$ cat src/rtl/nag_pkg.sv
package nag_pkg;
  // boundary handling selected by bit 0 of the mode register
  typedef enum logic {
    BND_WRAP = 1'b0,
    BND_ZERO = 1'b1
  } bnd_mode_e;

  // register offsets that follow the per-level pairs (level k uses 2k, 2k+1)
  localparam int LVL_STRIDE = 2;
  localparam int REL_START  = 0;
  localparam int REL_BASE   = 1;
  localparam int REL_GEOM   = 2;
  localparam int REL_MODE   = 3;
  localparam int N_GLOBAL   = 4;
endpackage

$ cat src/rtl/nag_regs.sv
module nag_regs
  import nag_pkg::*;
#(
  parameter int NL     = 4,
  parameter int LEN_W  = 16,
  parameter int IDX_W  = 16,
  parameter int ADDR_W = 32,
  parameter int DATA_W = 32,
  parameter int CFG_AW = 4
) (
  input  logic                        clk,
  input  logic                        rst_n,
  input  logic                        cfg_we,
  input  logic [CFG_AW-1:0]           cfg_addr,
  input  logic [DATA_W-1:0]           cfg_wdata,
  input  logic                        lock,
  output logic [NL-1:0][LEN_W-1:0]    len_q,
  output logic [NL-1:0][IDX_W-1:0]    di_q,
  output logic [NL-1:0][IDX_W-1:0]    dj_q,
  output logic [IDX_W-1:0]            i0_q,
  output logic [IDX_W-1:0]            j0_q,
  output logic [LEN_W-1:0]            rowlen_q,
  output logic [LEN_W-1:0]            ncols_q,
  output logic [ADDR_W-1:0]           base_q,
  output bnd_mode_e                   mode_q
);
  localparam int OFS_START = LVL_STRIDE * NL + REL_START;
  localparam int OFS_BASE  = LVL_STRIDE * NL + REL_BASE;
  localparam int OFS_GEOM  = LVL_STRIDE * NL + REL_GEOM;
  localparam int OFS_MODE  = LVL_STRIDE * NL + REL_MODE;

  logic wr_ok;
  assign wr_ok = cfg_we && !lock;

  always_ff @(posedge clk or negedge rst_n) begin
    if (!rst_n) begin
      for (int k = 0; k < NL; k++) begin
        len_q[k] <= '0;
        di_q[k]  <= '0;
        dj_q[k]  <= '0;
      end
      i0_q     <= '0;
      j0_q     <= '0;
      rowlen_q <= '0;
      ncols_q  <= '0;
      base_q   <= '0;
      mode_q   <= BND_WRAP;
    end else if (wr_ok) begin
      for (int k = 0; k < NL; k++) begin
        if (cfg_addr == CFG_AW'(LVL_STRIDE * k))
          len_q[k] <= cfg_wdata[LEN_W-1:0];
        if (cfg_addr == CFG_AW'(LVL_STRIDE * k + 1)) begin
          di_q[k] <= cfg_wdata[IDX_W-1:0];
          dj_q[k] <= cfg_wdata[2*IDX_W-1:IDX_W];
        end
      end
      if (cfg_addr == CFG_AW'(OFS_START)) begin
        i0_q <= cfg_wdata[IDX_W-1:0];
        j0_q <= cfg_wdata[2*IDX_W-1:IDX_W];
      end
      if (cfg_addr == CFG_AW'(OFS_BASE))
        base_q <= cfg_wdata[ADDR_W-1:0];
      if (cfg_addr == CFG_AW'(OFS_GEOM)) begin
        rowlen_q <= cfg_wdata[LEN_W-1:0];
        ncols_q  <= cfg_wdata[2*LEN_W-1:LEN_W];
      end
      if (cfg_addr == CFG_AW'(OFS_MODE))
        mode_q <= bnd_mode_e'(cfg_wdata[0]);
    end
  end
endmodule

$ cat src/rtl/nag_seq.sv
module nag_seq #(
  parameter int NL    = 4,
  parameter int LEN_W = 16,
  parameter int IDX_W = 16,
  parameter int ACC_W = 24
) (
  input  logic                        clk,
  input  logic                        rst_n,
  input  logic                        stall,
  input  logic                        start,
  input  logic [NL-1:0][LEN_W-1:0]    len,
  input  logic [NL-1:0][IDX_W-1:0]    di,
  input  logic [NL-1:0][IDX_W-1:0]    dj,
  input  logic [IDX_W-1:0]            i0,
  input  logic [IDX_W-1:0]            j0,
  output logic                        busy,
  output logic                        emit_last,
  output logic                        emit_empty,
  output logic signed [ACC_W-1:0]     emit_i,
  output logic signed [ACC_W-1:0]     emit_j,
  output logic [NL-1:0]               step_vec,
  output logic [LEN_W-1:0]            cnt0,
  output logic [LEN_W-1:0]            len0
);
  // sign-extend a programmed step or start value to accumulator width
  function automatic logic signed [ACC_W-1:0] sx(input logic [IDX_W-1:0] v);
    return {{(ACC_W-IDX_W){v[IDX_W-1]}}, v};
  endfunction

  logic [NL-1:0][LEN_W-1:0] cnt;
  logic signed [ACC_W-1:0]  acc_i [NL];
  logic signed [ACC_W-1:0]  acc_j [NL];

  logic [NL-1:0] used, at_end, adv, step, wrap;
  logic          last;
  logic signed [ACC_W-1:0] nxt_i, nxt_j;

  always_comb begin
    used[0] = (len[0] != '0);
    for (int k = 1; k < NL; k++)
      used[k] = (len[k] != '0) && used[k-1];
    for (int k = 0; k < NL; k++)
      at_end[k] = (cnt[k] == len[k] - LEN_W'(1));
    adv[0] = 1'b1;
    for (int k = 1; k < NL; k++)
      adv[k] = adv[k-1] && at_end[k-1] && used[k];
    for (int k = 0; k < NL; k++) begin
      step[k] = adv[k] && !at_end[k];
      wrap[k] = adv[k] && at_end[k];
    end
    last  = (step == '0);
    nxt_i = acc_i[0];
    nxt_j = acc_j[0];
    for (int k = 0; k < NL; k++) begin
      if (step[k]) begin
        nxt_i = acc_i[k] + sx(di[k]);
        nxt_j = acc_j[k] + sx(dj[k]);
      end
    end
  end

  always_ff @(posedge clk or negedge rst_n) begin
    if (!rst_n) begin
      busy <= 1'b0;
      for (int k = 0; k < NL; k++) begin
        cnt[k]   <= '0;
        acc_i[k] <= '0;
        acc_j[k] <= '0;
      end
    end else if (!stall) begin
      if (!busy) begin
        if (start) begin
          busy <= used[0];
          for (int k = 0; k < NL; k++) begin
            cnt[k]   <= '0;
            acc_i[k] <= sx(i0);
            acc_j[k] <= sx(j0);
          end
        end
      end else begin
        if (last)
          busy <= 1'b0;
        for (int k = 0; k < NL; k++) begin
          if (step[k]) begin
            cnt[k]   <= cnt[k] + LEN_W'(1);
            acc_i[k] <= nxt_i;
            acc_j[k] <= nxt_j;
          end else if (wrap[k]) begin
            cnt[k]   <= '0;
            acc_i[k] <= nxt_i;
            acc_j[k] <= nxt_j;
          end
        end
      end
    end
  end

  assign emit_last  = busy && last;
  assign emit_empty = start && !busy && !used[0];
  assign emit_i     = acc_i[0];
  assign emit_j     = acc_j[0];
  assign step_vec   = busy ? step : '0;
  assign cnt0       = cnt[0];
  assign len0       = len[0];
endmodule

$ cat src/rtl/nag_bound.sv
module nag_bound #(
  parameter int LEN_W = 16,
  parameter int ACC_W = 24
) (
  input  logic                     clk,
  input  logic                     rst_n,
  input  logic                     stall,
  input  logic                     in_valid,
  input  logic                     in_done,
  input  logic signed [ACC_W-1:0]  raw_i,
  input  logic signed [ACC_W-1:0]  raw_j,
  input  logic [LEN_W-1:0]         rowlen,
  input  logic [LEN_W-1:0]         ncols,
  input  logic                     zero_mode,
  output logic                     s1_valid,
  output logic                     s1_done,
  output logic                     s1_zf,
  output logic [LEN_W-1:0]         s1_i,
  output logic [LEN_W-1:0]         s1_j
);
  // returns {out_of_range, corrected index}; one fold toward the span
  function automatic logic [LEN_W:0] fold(input logic signed [ACC_W-1:0] raw,
                                          input logic [LEN_W-1:0] span);
    logic signed [ACC_W-1:0] s, t;
    logic oob;
    s = {{(ACC_W-LEN_W){1'b0}}, span};
    oob = 1'b1;
    if (raw < 0)
      t = raw + s;
    else if (raw >= s)
      t = raw - s;
    else begin
      t   = raw;
      oob = 1'b0;
    end
    return {oob, t[LEN_W-1:0]};
  endfunction

  logic [LEN_W:0] fi, fj;
  logic           oob_any;

  assign fi      = fold(raw_i, rowlen);
  assign fj      = fold(raw_j, ncols);
  assign oob_any = fi[LEN_W] || fj[LEN_W];

  always_ff @(posedge clk or negedge rst_n) begin
    if (!rst_n) begin
      s1_valid <= 1'b0;
      s1_done  <= 1'b0;
      s1_zf    <= 1'b0;
      s1_i     <= '0;
      s1_j     <= '0;
    end else if (!stall) begin
      s1_valid <= in_valid;
      s1_done  <= in_done;
      s1_zf    <= in_valid && zero_mode && oob_any;
      if (zero_mode && oob_any) begin
        s1_i <= '0;
        s1_j <= '0;
      end else begin
        s1_i <= fi[LEN_W-1:0];
        s1_j <= fj[LEN_W-1:0];
      end
    end
  end
endmodule

$ cat src/rtl/nag_addr.sv
module nag_addr #(
  parameter int LEN_W  = 16,
  parameter int ADDR_W = 32
) (
  input  logic              clk,
  input  logic              rst_n,
  input  logic              stall,
  input  logic              s1_valid,
  input  logic              s1_done,
  input  logic              s1_zf,
  input  logic [LEN_W-1:0]  s1_i,
  input  logic [LEN_W-1:0]  s1_j,
  input  logic [LEN_W-1:0]  rowlen,
  input  logic [ADDR_W-1:0] base,
  output logic              out_valid,
  output logic              out_done,
  output logic              out_zf,
  output logic [ADDR_W-1:0] out_addr
);
  localparam int PROD_W = 2 * LEN_W;

  // row-major placement: column * row length + row + base
  function automatic logic [ADDR_W-1:0] place(input logic [LEN_W-1:0] i,
                                              input logic [LEN_W-1:0] j,
                                              input logic [LEN_W-1:0] rl,
                                              input logic [ADDR_W-1:0] b);
    logic [PROD_W-1:0] p;
    p = {{LEN_W{1'b0}}, j} * {{LEN_W{1'b0}}, rl};
    return b + ADDR_W'(p) + ADDR_W'(i);
  endfunction

  always_ff @(posedge clk or negedge rst_n) begin
    if (!rst_n) begin
      out_valid <= 1'b0;
      out_done  <= 1'b0;
      out_zf    <= 1'b0;
      out_addr  <= '0;
    end else if (!stall) begin
      out_valid <= s1_valid;
      out_done  <= s1_done;
      out_zf    <= s1_zf;
      out_addr  <= s1_valid ? place(s1_i, s1_j, rowlen, base) : '0;
    end
  end
endmodule

$ cat src/rtl/nested_addr_gen.sv
module nested_addr_gen
  import nag_pkg::*;
#(
  parameter int NUM_LEVELS = 4,
  parameter int LEN_W      = 16,
  parameter int IDX_W      = 16,
  parameter int ACC_W      = 24,
  parameter int ADDR_W     = 32,
  parameter int DATA_W     = 32,
  localparam int CFG_AW    = $clog2(LVL_STRIDE * NUM_LEVELS + N_GLOBAL)
) (
  input  logic              clk,
  input  logic              rst_n,
  input  logic              cfg_we,
  input  logic [CFG_AW-1:0] cfg_addr,
  input  logic [DATA_W-1:0] cfg_wdata,
  input  logic              start,
  input  logic              stall,
  output logic              out_valid,
  output logic [ADDR_W-1:0] out_addr,
  output logic              out_zf,
  output logic              out_done
);
  logic [NUM_LEVELS-1:0][LEN_W-1:0] len_q;
  logic [NUM_LEVELS-1:0][IDX_W-1:0] di_q, dj_q;
  logic [IDX_W-1:0]   i0_q, j0_q;
  logic [LEN_W-1:0]   rowlen_q, ncols_q;
  logic [ADDR_W-1:0]  base_q;
  bnd_mode_e          mode_q;
  logic               zero_mode;

  logic               seq_busy, seq_last, seq_empty;
  logic signed [ACC_W-1:0] seq_i, seq_j;
  logic [NUM_LEVELS-1:0]   step_vec;
  logic [LEN_W-1:0]   cnt0, len0;

  logic               s1_valid, s1_done, s1_zf;
  logic [LEN_W-1:0]   s1_i, s1_j;
  logic               cfg_lock;

  assign zero_mode = (mode_q == BND_ZERO);
  assign cfg_lock  = seq_busy | s1_valid | s1_done | out_valid | out_done;

  nag_regs #(
    .NL(NUM_LEVELS), .LEN_W(LEN_W), .IDX_W(IDX_W),
    .ADDR_W(ADDR_W), .DATA_W(DATA_W), .CFG_AW(CFG_AW)
  ) u_regs (
    .clk(clk), .rst_n(rst_n), .cfg_we(cfg_we), .cfg_addr(cfg_addr),
    .cfg_wdata(cfg_wdata), .lock(cfg_lock), .len_q(len_q), .di_q(di_q),
    .dj_q(dj_q), .i0_q(i0_q), .j0_q(j0_q), .rowlen_q(rowlen_q),
    .ncols_q(ncols_q), .base_q(base_q), .mode_q(mode_q)
  );

  nag_seq #(
    .NL(NUM_LEVELS), .LEN_W(LEN_W), .IDX_W(IDX_W), .ACC_W(ACC_W)
  ) u_seq (
    .clk(clk), .rst_n(rst_n), .stall(stall), .start(start),
    .len(len_q), .di(di_q), .dj(dj_q), .i0(i0_q), .j0(j0_q),
    .busy(seq_busy), .emit_last(seq_last), .emit_empty(seq_empty),
    .emit_i(seq_i), .emit_j(seq_j), .step_vec(step_vec),
    .cnt0(cnt0), .len0(len0)
  );

  nag_bound #(
    .LEN_W(LEN_W), .ACC_W(ACC_W)
  ) u_bound (
    .clk(clk), .rst_n(rst_n), .stall(stall),
    .in_valid(seq_busy), .in_done(seq_last | seq_empty),
    .raw_i(seq_i), .raw_j(seq_j), .rowlen(rowlen_q), .ncols(ncols_q),
    .zero_mode(zero_mode), .s1_valid(s1_valid), .s1_done(s1_done),
    .s1_zf(s1_zf), .s1_i(s1_i), .s1_j(s1_j)
  );

  nag_addr #(
    .LEN_W(LEN_W), .ADDR_W(ADDR_W)
  ) u_addr (
    .clk(clk), .rst_n(rst_n), .stall(stall),
    .s1_valid(s1_valid), .s1_done(s1_done), .s1_zf(s1_zf),
    .s1_i(s1_i), .s1_j(s1_j), .rowlen(rowlen_q), .base(base_q),
    .out_valid(out_valid), .out_done(out_done), .out_zf(out_zf),
    .out_addr(out_addr)
  );
endmodule

$ cat config.mk
export PLATFORM = sky130hd
export DESIGN_NAME = nested_addr_gen
export DESIGN_NICKNAME = d
export VERILOG_FILES = /design/src/rtl/nag_pkg.sv /design/src/rtl/nag_regs.sv /design/src/rtl/nag_seq.sv /design/src/rtl/nag_bound.sv /design/src/rtl/nag_addr.sv /design/src/rtl/nested_addr_gen.sv
export SDC_FILE = /design/constraint.sdc
export NUM_CORES = 2
export LEC_CHECK = 0
export BUFFER_PORTS_ARGS = -buffer_cell sky130_fd_sc_hd__buf_2
export CAP_MARGIN = 20
export CELL_PAD_IN_SITES_DETAIL_PLACEMENT = 0
export CELL_PAD_IN_SITES_GLOBAL_PLACEMENT = 1
export CORE_ASPECT_RATIO = 0.9
export CORE_MARGIN = 10
export CORE_UTILIZATION = 40
export CTS_BUF_LIST = sky130_fd_sc_hd__clkbuf_4 sky130_fd_sc_hd__clkbuf_8
export CTS_CLUSTER_SIZE = 14
export DETAILED_ROUTE_END_ITERATION = 10
export PLACE_DENSITY = 0.7
export SYNTH_ARGS = -nofsm -noshare
export SYNTH_HDL_FRONTEND = slang
export SYNTH_HIERARCHICAL = 1
export SYNTH_SLANG_ARGS = --single-unit
$ cat constraint.sdc
create_clock -name clk -period 7.5 [get_ports clk]
set_input_delay 0.75 -clock clk [delete_from_list [all_inputs] [get_ports clk]]
set_output_delay 0.75 -clock clk [all_outputs]
set_load 0.05 [all_outputs]
==> metrics.md <==
| Metric | Value |
|---|---|
| Outcome | complete, no violations |
| GPL Wtd Cong | 0.892 |
| Max_slew headroom | 17.7% |
| Top routing layer used | met5 |
| Largest net degree at the start of global routing | 150 |
| Congestion Overflow GR | 0 |
| First-pass GRT wire length | 252,000 um |
| WL met1 | 81,000 um |
| CTS tree | yes |
| Final Hold Vio Count | 0 |
| Worst hold stages | 3 |
| Placement Cell Area | 53,200 um2 |
| Vias/cell | 5.64 |
| Met2 WL post-DR | 69,000 um |
| Mapped Cells | 5,548 |
| Design area | 55,700 um2 |
| Max Clock Freq | 0.156 GHz |
| # DRC | 0 |
| Total power | 0.0171 W |
| Port Buf Inserts | 75 |
| # IOs | 76 |
| CP Class | register to register |
| TritonCTS buffer count | 113 |
| Area grow syn2layout | 8.09% |
| Sink Count | 616 |
| Initial antenna violation count | 18 |
| WP data required | 8200 ps |
| Clk slew on worst S/H paths | 70 ps |
| Via Count | 41,300 |
| Pins Over Slew Limit | 0 |
| Hold slack | 302 ps |
| Setup TNS | 0 ps |
| DR WL/cell | 22.5 um |
| DRT Wirelength | 164,000 um |
| Register area | 15,400 um2 |
| H-Tree Depth | 3 |
| Final HPWL DP | 123,000 um |
| Arr. time, crit path | 7100 ps |
| Filler instances | 12,600 |
| Worst skew pair latency | 870 ps |
| 1st-pass router iterations | 5 |
| Routed Antenna Nets | 0 |
| Final setup fails | 0 |
| Skew final | 63.5 ps |
| Worst VDD drop | 0.236 mV |
| Clock Tree Buf Depth | 3 |
| Post-Syn Area | 51,500 um2 |
| Max_cap viols | 0 |
| Clock Tree Root | clkbuf_8 |
| Crit-path max FO | 19 |
| Rows | 124 |
| Area of the multi-input gates | 32,900 um2 |
| Post-Syn Nets | 6,194 |
| Unrepaired setup endpoints after global routing | false |
| Critical path endpoint category | register |
| Vias in the first global route | 40,200 |
| Fin crit period | 6400 ps |
| Tcrit/Tclk final | 85.3% |
| Worst Max-Slew Pin Slew | 1230 ps |
| Iteration-0 DRC Markers | 3,368 |
| Die Ht | 360 um |
| Worst reg2reg path depth | 19 |
| Initial Utilization | 40.4% |
| Fin nets | 6,164 |
| Worst min path class | input port to register |
| Ys Warns | 6 |
| Die width | 398 um |
| Core region area | 128,000 um2 |
| GRT Resource Usage Total | 22.4% |
| CP Launch Type | register |
| Leakage | 26.7 nW |
| Power Dens Cells | 308 nW/um2 |
| Share of cells above drive strength 1 | 14.4% |
| Die area | 144,000 um2 |
| Met3 WL post-DR | 10,300 um |
| Avg Cell Area, Syn | 9.29 um2 |
## area by class of cell
cell class / instances / share of cell area (%)
antenna: 6 / 0.0270
timing repair buffer: 134 / 1.59
sequential: 616 / 27.7
inverter: 496 / 3.34
clock buffer: 169 / 3.87
tap: 1701 / 3.82
multi-input combinational: 4157 / 59.1
clock inverter: 32 / 0.535
## where the power goes
part | switching [W] | internal (W) | total (W)
sequential | 0.000968 | 0.00407 | 0.00504
combinational | 0.00520 | 0.00333 | 0.00853
clock | 0.00163 | 0.00195 | 0.00357
total | 0.00779 | 0.00935 | 0.0171
## timing repair
action | 4_1_cts | 5_1_grt
setup buffers | 0 | 0
hold endpoints to repair | 56 | 0
resized for setup | 0 | 0
hold buffers | 1 | 0
## worst paths after layout
check                                    startpoint                  end  slack (ps)
worst max-delay path             u_regs/rowlen_q[6]  u_addr/out_addr[24]        1100
worst min register to register  u_addr/out_addr[13]  u_addr/out_addr[13]         480
min in group asynchronous                     rst_n  u_addr/out_addr[31]         480
worst max register to register   u_regs/rowlen_q[6]  u_addr/out_addr[24]        1100
worst min-delay path                    cfg_addr[1]        u_regs/mode_q         300
max in group asynchronous                     rst_n   u_regs/rowlen_q[7]        5570
## worst max-delay path, cell delays in order, from the launching register on
cell     delay (ps)
dfrtp_1         600
and2_1          300
fa_1            530
inv_1            50
fa_1            550
fa_1            440
fa_1            500
inv_1            60
fa_1            520
inv_1            50
fa_1            520
inv_1            40
ha_1            350
a21oi_1         160
o21ai_0          90
a31oi_1         490
a21oi_1         250
o21a_1          230
or3_1           300
a32o_1          240
## cells in the final DEF (no fill, tap or decap), types with 15 or more instances in the layout
cell	count
and2_1	142
nor4_1	36
nand2b_1	41
o21bai_1	29
nor2_1	295
buf_2	73
or3_1	31
mux2_2	360
fa_1	253
nor2b_1	57
nand4_1	43
xor2_1	106
ha_1	352
nand3_1	99
or2_2	15
o31ai_1	55
clkbuf_8	142
clkbuf_4	27
clkinv_2	20
buf_4	55
a31oi_1	55
o21ai_0	328
and3_1	64
o21a_1	44
o22ai_1	18
nor3_1	89
or4_1	19
xnor2_1	204
a211oi_1	54
a22o_1	18
mux2i_1	45
inv_1	493
a221oi_1	19
a211o_1	16
a21o_1	98
dfrtp_1	615
nand2_1	531
o21ai_1	25
o211ai_1	54
a21oi_1	285
## stage by stage
stage          setup WS, ps  cells  util (%)
4_1_cts                1120   7305      43.7
5_1_grt                 785   7308      43.7
2_1_floorplan          1630   5548         -
3_5_place_dp           1130   7103      41.7
6_report               1100   7311      43.7
3_3_place_gp           1190   7102      41.7
## routing by layer
layer	track usage, %	up-vias
met5	0	-
met4	5.47	8
met3	3.67	230
met2	33.1	1186
met1	33.6	20500
li1	-	19300
## flip-flops by register name, indices dropped and copies added, names as in the netlist, 24 cells and up
name and flops:
u_seq/acc_i 72, u_seq/emit_j 24, u_regs/len_q 64, u_seq/acc_j 72, u_regs/dj_q 64, u_addr/out_addr 32, u_seq/cnt 48, u_regs/base_q 32
u_seq/emit_i 24, u_regs/di_q 64
Power figures use the tool's default switching activity.
